`src/rtl/irqc_pkg.sv`:
```
package irqc_pkg;
  localparam int DATA_W   = 32;
  localparam int ADDR_W   = 5;
  localparam int MASTER_W = 2;
  localparam int ME_BIT   = 0;  // output enable
  localparam int HIE_BIT  = 1;  // hardware input enable

  // Word index of each register; the decoder relies on this order.
  typedef enum logic [2:0] {
    SEL_STATUS  = 3'd0,
    SEL_PENDING = 3'd1,
    SEL_ENABLE  = 3'd2,
    SEL_ACK     = 3'd3,
    SEL_SETEN   = 3'd4,
    SEL_CLREN   = 3'd5,
    SEL_VECTOR  = 3'd6,
    SEL_MASTER  = 3'd7
  } regSel_e;

  typedef struct packed {
    logic    ldEnable;
    logic    ldAck;
    logic    ldSet;
    logic    ldClr;
    logic    ldMaster;
    logic    rdStb;
    regSel_e rdSel;
  } ctrlStrb_t;
endpackage

```
`src/rtl/irqc_ctrl.sv`:
```
module irqc_ctrl
  import irqc_pkg::*;
(
  input  logic              clk,
  input  logic              rstN,
  input  logic              wrEn,
  input  logic              rdEn,
  input  logic [ADDR_W-1:0] addr,
  output ctrlStrb_t         strb
);
  logic    aligned;
  regSel_e sel;

  assign aligned = (addr[1:0] == 2'b00);
  assign sel     = regSel_e'(addr[ADDR_W-1:2]);

  always_comb begin
    strb          = '0;
    strb.rdSel    = sel;
    strb.rdStb    = rdEn;
    if (wrEn && aligned) begin
      unique case (sel)
        SEL_ENABLE: strb.ldEnable = 1'b1;
        SEL_ACK:    strb.ldAck    = 1'b1;
        SEL_SETEN:  strb.ldSet    = 1'b1;
        SEL_CLREN:  strb.ldClr    = 1'b1;
        SEL_MASTER: strb.ldMaster = 1'b1;
        default:    ;
      endcase
    end
  end

  AST_ONE_WRITE: assert property (@(posedge clk) disable iff (!rstN)
    $onehot0({strb.ldEnable, strb.ldAck, strb.ldSet, strb.ldClr, strb.ldMaster}));
  AST_NO_WRITE_IDLE: assert property (@(posedge clk) disable iff (!rstN)
    !wrEn |-> !(strb.ldEnable | strb.ldAck | strb.ldSet | strb.ldClr | strb.ldMaster));
endmodule

```
`src/rtl/irqc_prio_enc.sv`:
```
module irqc_prio_enc #(
  parameter int N     = 32,
  parameter int IDX_W = 5
) (
  input  logic [N-1:0]     req,
  output logic             found,
  output logic [IDX_W-1:0] idx
);
  // Scan from the top down so the lowest set bit is the last one written.
  always_comb begin
    idx = '0;
    for (int i = N - 1; i >= 0; i--) begin
      if (req[i]) idx = i[IDX_W-1:0];
    end
  end

  assign found = |req;
endmodule

```
`src/rtl/irqc_datapath.sv`:
```
module irqc_datapath
  import irqc_pkg::*;
#(
  parameter int                 NUM_SRC   = 32,
  parameter logic [NUM_SRC-1:0] EDGE_MASK = '1
) (
  input  logic              clk,
  input  logic              rstN,
  input  ctrlStrb_t         strb,
  input  logic [DATA_W-1:0] wrData,
  input  logic [NUM_SRC-1:0] lines,
  output logic [DATA_W-1:0] rdData,
  output logic              irqOut
);
  localparam int IDX_W = (NUM_SRC > 1) ? $clog2(NUM_SRC) : 1;

  logic [NUM_SRC-1:0]  statusQ, enableQ, lineQ;
  logic [NUM_SRC-1:0]  statusD, enableD, captHit;
  logic [NUM_SRC-1:0]  wrMask, ackMask, pending;
  logic [MASTER_W-1:0] masterQ;
  logic                vecFound;
  logic [IDX_W-1:0]    vecIdx;
  logic [DATA_W-1:0]   vector, rdMux, rdDataQ;

  assign wrMask  = wrData[NUM_SRC-1:0];
  assign ackMask = strb.ldAck ? wrMask : '0;

  // Capture rule for each source; the parameter picks edge or level logic.
  for (genvar g = 0; g < NUM_SRC; g++) begin : gCapt
    if (EDGE_MASK[g]) begin : gEdge
      assign captHit[g] = lines[g] & ~lineQ[g];
    end else begin : gLevel
      assign captHit[g] = lines[g];
    end
  end

  // New captures win over an acknowledge in the same cycle.
  assign statusD = (statusQ & ~ackMask) | captHit;

  always_comb begin
    enableD = enableQ;
    if (strb.ldEnable)   enableD = wrMask;
    else if (strb.ldSet) enableD = enableQ | wrMask;
    else if (strb.ldClr) enableD = enableQ & ~wrMask;
  end

  always_ff @(posedge clk) begin
    if (!rstN) begin
      statusQ <= '0;
      enableQ <= '0;
      lineQ   <= '0;
      masterQ <= '0;
    end else begin
      statusQ <= statusD;
      enableQ <= enableD;
      lineQ   <= lines;
      if (strb.ldMaster) masterQ <= wrData[MASTER_W-1:0];
    end
  end

  assign pending = statusQ & enableQ;

  irqc_prio_enc #(.N(NUM_SRC), .IDX_W(IDX_W)) uEnc (
    .req   (pending),
    .found (vecFound),
    .idx   (vecIdx)
  );

  always_comb begin
    vector = '1;
    if (vecFound) begin
      vector             = '0;
      vector[IDX_W-1:0]  = vecIdx;
    end
  end

  assign irqOut = (|pending) & masterQ[ME_BIT] & masterQ[HIE_BIT];

  always_comb begin
    rdMux = '0;
    unique case (strb.rdSel)
      SEL_STATUS:  rdMux[NUM_SRC-1:0]  = statusQ;
      SEL_PENDING: rdMux[NUM_SRC-1:0]  = pending;
      SEL_ENABLE:  rdMux[NUM_SRC-1:0]  = enableQ;
      SEL_VECTOR:  rdMux               = vector;
      SEL_MASTER:  rdMux[MASTER_W-1:0] = masterQ;
      default:     rdMux               = '0;
    endcase
  end

  always_ff @(posedge clk) begin
    if (!rstN)          rdDataQ <= '0;
    else if (strb.rdStb) rdDataQ <= rdMux;
  end

  assign rdData = rdDataQ;

  // Enable register update rules
  AST_ENABLE_LOAD: assert property (@(posedge clk) disable iff (!rstN)
    strb.ldEnable |=> (enableQ == $past(wrMask)));
  AST_SET_OR: assert property (@(posedge clk) disable iff (!rstN)
    strb.ldSet |=> ((enableQ & $past(enableQ | wrMask)) == $past(enableQ | wrMask)));
  AST_CLR_MASK: assert property (@(posedge clk) disable iff (!rstN)
    strb.ldClr |=> ((enableQ & $past(wrMask)) == '0));

  // Capture and acknowledge
  AST_EDGE_SET: assert property (@(posedge clk) disable iff (!rstN)
    (|(lines & ~lineQ & EDGE_MASK)) |=>
      ((statusQ & $past(lines & ~lineQ & EDGE_MASK)) == $past(lines & ~lineQ & EDGE_MASK)));
  AST_LEVEL_SET: assert property (@(posedge clk) disable iff (!rstN)
    (|(lines & ~EDGE_MASK)) |=>
      ((statusQ & $past(lines & ~EDGE_MASK)) == $past(lines & ~EDGE_MASK)));
  AST_STATUS_HOLD: assert property (@(posedge clk) disable iff (!rstN)
    (|(statusQ & ~ackMask)) |=>
      ((statusQ & $past(statusQ & ~ackMask)) == $past(statusQ & ~ackMask)));

  // Vector and output
  AST_VEC_EMPTY: assert property (@(posedge clk) disable iff (!rstN)
    (pending == '0) |-> (vector == '1));
  AST_VEC_HIT: assert property (@(posedge clk) disable iff (!rstN)
    (pending != '0) |-> (pending[vecIdx] &&
      ((pending & ((NUM_SRC'(1) << vecIdx) - NUM_SRC'(1))) == '0)));
  AST_IRQ_GATED: assert property (@(posedge clk) disable iff (!rstN)
    irqOut |-> (masterQ == 2'b11 && pending != '0));
endmodule

```
`src/rtl/irq_vector_ctrl.sv`:
```
module irq_vector_ctrl
  import irqc_pkg::*;
#(
  parameter int                 NUM_SRC   = 32,  // 1 to 32
  parameter logic [NUM_SRC-1:0] EDGE_MASK = '1   // 1 = edge, 0 = level
) (
  input  logic               clk,
  input  logic               rstN,
  input  logic               wrEn,
  input  logic               rdEn,
  input  logic [4:0]         addr,
  input  logic [31:0]        wrData,
  output logic [31:0]        rdData,
  input  logic [NUM_SRC-1:0] irqLines,
  output logic               irqOut
);
  ctrlStrb_t strb;

  irqc_ctrl uCtrl (
    .clk  (clk),
    .rstN (rstN),
    .wrEn (wrEn),
    .rdEn (rdEn),
    .addr (addr),
    .strb (strb)
  );

  irqc_datapath #(.NUM_SRC(NUM_SRC), .EDGE_MASK(EDGE_MASK)) uData (
    .clk    (clk),
    .rstN   (rstN),
    .strb   (strb),
    .wrData (wrData),
    .lines  (irqLines),
    .rdData (rdData),
    .irqOut (irqOut)
  );
endmodule

```
`config.mk`:
```
export PLATFORM = sky130hd
export DESIGN_NAME = irq_vector_ctrl
export DESIGN_NICKNAME = d
export VERILOG_FILES = /design/src/rtl/irqc_pkg.sv /design/src/rtl/irqc_ctrl.sv /design/src/rtl/irqc_prio_enc.sv /design/src/rtl/irqc_datapath.sv /design/src/rtl/irq_vector_ctrl.sv
export SDC_FILE = /design/constraint.sdc
export NUM_CORES = 1
export LEC_CHECK = 0
export ABC_AREA = 0
export BUFFER_PORTS_ARGS = -buffer_cell sky130_fd_sc_hd__buf_2
export CAP_MARGIN = 25
export CORE_AREA = 2 2 109 111
export DETAILED_ROUTE_END_ITERATION = 8
export DIE_AREA = 0 0 111 113
export PLACE_DENSITY = 0.82
export SLEW_MARGIN = 20
export SYNTH_ARGS = -nofsm -noshare
export SYNTH_HDL_FRONTEND = slang
export SYNTH_HIERARCHICAL = 1
export SYNTH_SLANG_ARGS = --single-unit
```
`constraint.sdc`:
```
create_clock -name clk -period 3.77 [get_ports clk]
set_input_delay 0.5655 -clock clk [delete_from_list [all_inputs] [get_ports clk]]
set_output_delay 0.5655 -clock clk [all_outputs]
set_load 0.02 [all_outputs]
```
==> results.ini <==
[status]
outcome=completed

[job]
max_cap_violations=0

[floorplanning]
ioPinCount=106
die_w_um=111
start_util=0.588
die_h_um=113
core_um2=11300
placementRows=39
dieArea_um2=12500

[yosys]
synth_cell_type_count=49
avgSynthCellArea_um2=7.92
synth-edff-count=0
netlist_instances=836
yosys.area.top_type=dfxtp_1
synth-seq-cells=130
ys_top_cells_by_area=dfxtp_1, nor2b_1, and2_1, nand2_1, a21oi_1
seq_area_frac_synth=0.393
synthesis.nets=909
async_reset_ff_frac=0
netlist_top_cells_count=nor2b_1, dfxtp_1, nand2_1
synth-main-ff-cell=dfxtp_1
synth_area_um2=6630
synth_most_common_cell=nor2b_1
synth_top_area_share=0.393
yosysWarningCount=6

[grt]
grt_pass1_vias=5896
overflow=0
grt_pass1_wl_mm=28.1
antenna_found_initial=0
grt_start_max_net_pins=61
grt.total_usage=0.279

[clocking]
ctsHoldBuffers=0
clk_latency_ps=430
ctsResizeCount=0
clk_pin_slew_ps=60
cts_root_buf=clkbuf_16
cts_tree=built
cts.sinks=130
postCtsSetupBuffers=0
cts_inserted_buffers=17
cts_buffer_depth=2
htreeDepth=4

[route]
vias=6152
ant_nets=0
firstDrtPassIters=7
drtIter0Drc=430
drcViolationCount=0
drt-wirelength-per-cell_um=16.1
viasPerCell=5.74
wirelength_mm=17.2

[sta]
max_slew.worst_pin.slew_ps=864
post-route-min-period_ps=3000
hold_viol=0
max_freq_ghz=0.333
setup_viol=0
maxSlewHeadroom=0.424
tns_ps=0
fin_skew_ps=8.73
worst_hold_slack_ps=348
fin_crit_sh=0.797
maxSlewViolCount=0
rsz0062_at_grt=no

[worst_setup_path]
critPathSlowestCell=or4_1
crit_type=reg -> out
timing.critical_path.max_delay_family=simple AND/OR/NAND/NOR gates
crit_cells=5
start_kind=register
worst-path-buf-inv=1
critPathMostFrequentCell=or4_1
worst_ep_required_time_ps=3200
critical_path.cell_chain=and2_1 > or4_1 > or4_1 > o311a_1 > buf_2
critical_path.max_stage_delay_ps=500
cp.arrival_ps=2440
cp_max_fo=4
ff2ff_path_depth=9
end_kind=output pin

[pwr]
total_leakage_power_nw=3.12
p_per_area_nw_per_um2=424
total_power_w=0.00329
ir_drop_mv=0.356

[worst_hold_path]
hold_path.class=in -> reg
whs_path_depth=2

[placed_design]
dpl.hpwl_mm=11.2
gp_congestion=0.929
portBuffers=105

[final_layout]
drive_gt1_frac=0.172
area_growth_pct=17.2
fill_cells=928
fin_util=0.689
nets=990

-- path summary, 6_finish.rpt --
check	from	endpoint	slack [ps]
max	uData/statusQ[23]	irqOut	770
min	irqLines[4]	uData/lineQ[4]	350
max reg2reg	uData/statusQ[27]	uData/rdData[23]	1140
min reg2reg	uData/rdData[3]	uData/rdData[3]	530
-- cells by family (layout without fill, tap and decap cells) --
family          after synthesis  count (layout)  share of synthesized area
compound gates              213             213                      0.216
buf+inv                      93             184                     0.0550
flops                       130             130                      0.393
mux                           5               5                    0.00755
other cells                   0               1                          0
simple gates                395             395                      0.329
-- stage by stage --
stage	worst slack, ps	instances	instance area (um2)
floorplan	1420	836	6630
global placement	1070	1040	7210
detailed placement	997	1040	7210
CTS	761	1069	7750
global route	694	1070	7760
finish	767	1071	7770
-- cell type report --
class	instances	area, um2	area share
Inverter	35	131	0.0169
Antenna cell	1	2.50	0.000322
Clock inverter	6	57.6	0.00741
Tap cell	143	179	0.0230
Timing Repair Buffer	120	646	0.0831
Clock buffer	23	478	0.0615
Sequential cell	130	2600	0.335
Multi-Input combinational cell	613	3670	0.473
-- layer usage --
metal	wire, um	GRT usage	vias up
met1	7430	0.344	2830
met5	0	0	-
met4	431	0.141	0
met3	1130	0.0712	38
li1	-	-	3040
met2	8220	0.456	244
-- power breakdown --
| group | total [W] | internal (W) | switching, W |
|---|---|---|---|
| clock | 0.00151 | 0.000940 | 0.000566 |
| combinational | 0.000315 | 0.000133 | 0.000182 |
| sequential | 0.00147 | 0.00143 | 0.0000369 |
| total | 0.00329 | 0.00251 | 0.000785 |
-- layout by cell type (no fill, tap or decap), types with 4 or more instances in the layout --
master	netlist	final
nor2_1	39	37
a21oi_1	69	69
nor2b_1	134	133
buf_4	4	14
nand2_1	98	98
or4_1	6	6
nor3_1	6	6
and2_1	63	63
nor4_1	11	11
clkbuf_16	0	17
buf_2	0	105
dfxtp_1	130	130
o21ai_1	41	41
and3b_1	4	4
nand2b_1	6	6
o221a_1	27	27
mux2i_1	5	5
clkinv_2	0	4
nand3_1	4	4
o31ai_1	4	4
a32oi_1	29	29
inv_1	35	35
o21ai_0	21	21
(Power assumes the default switching activity.)
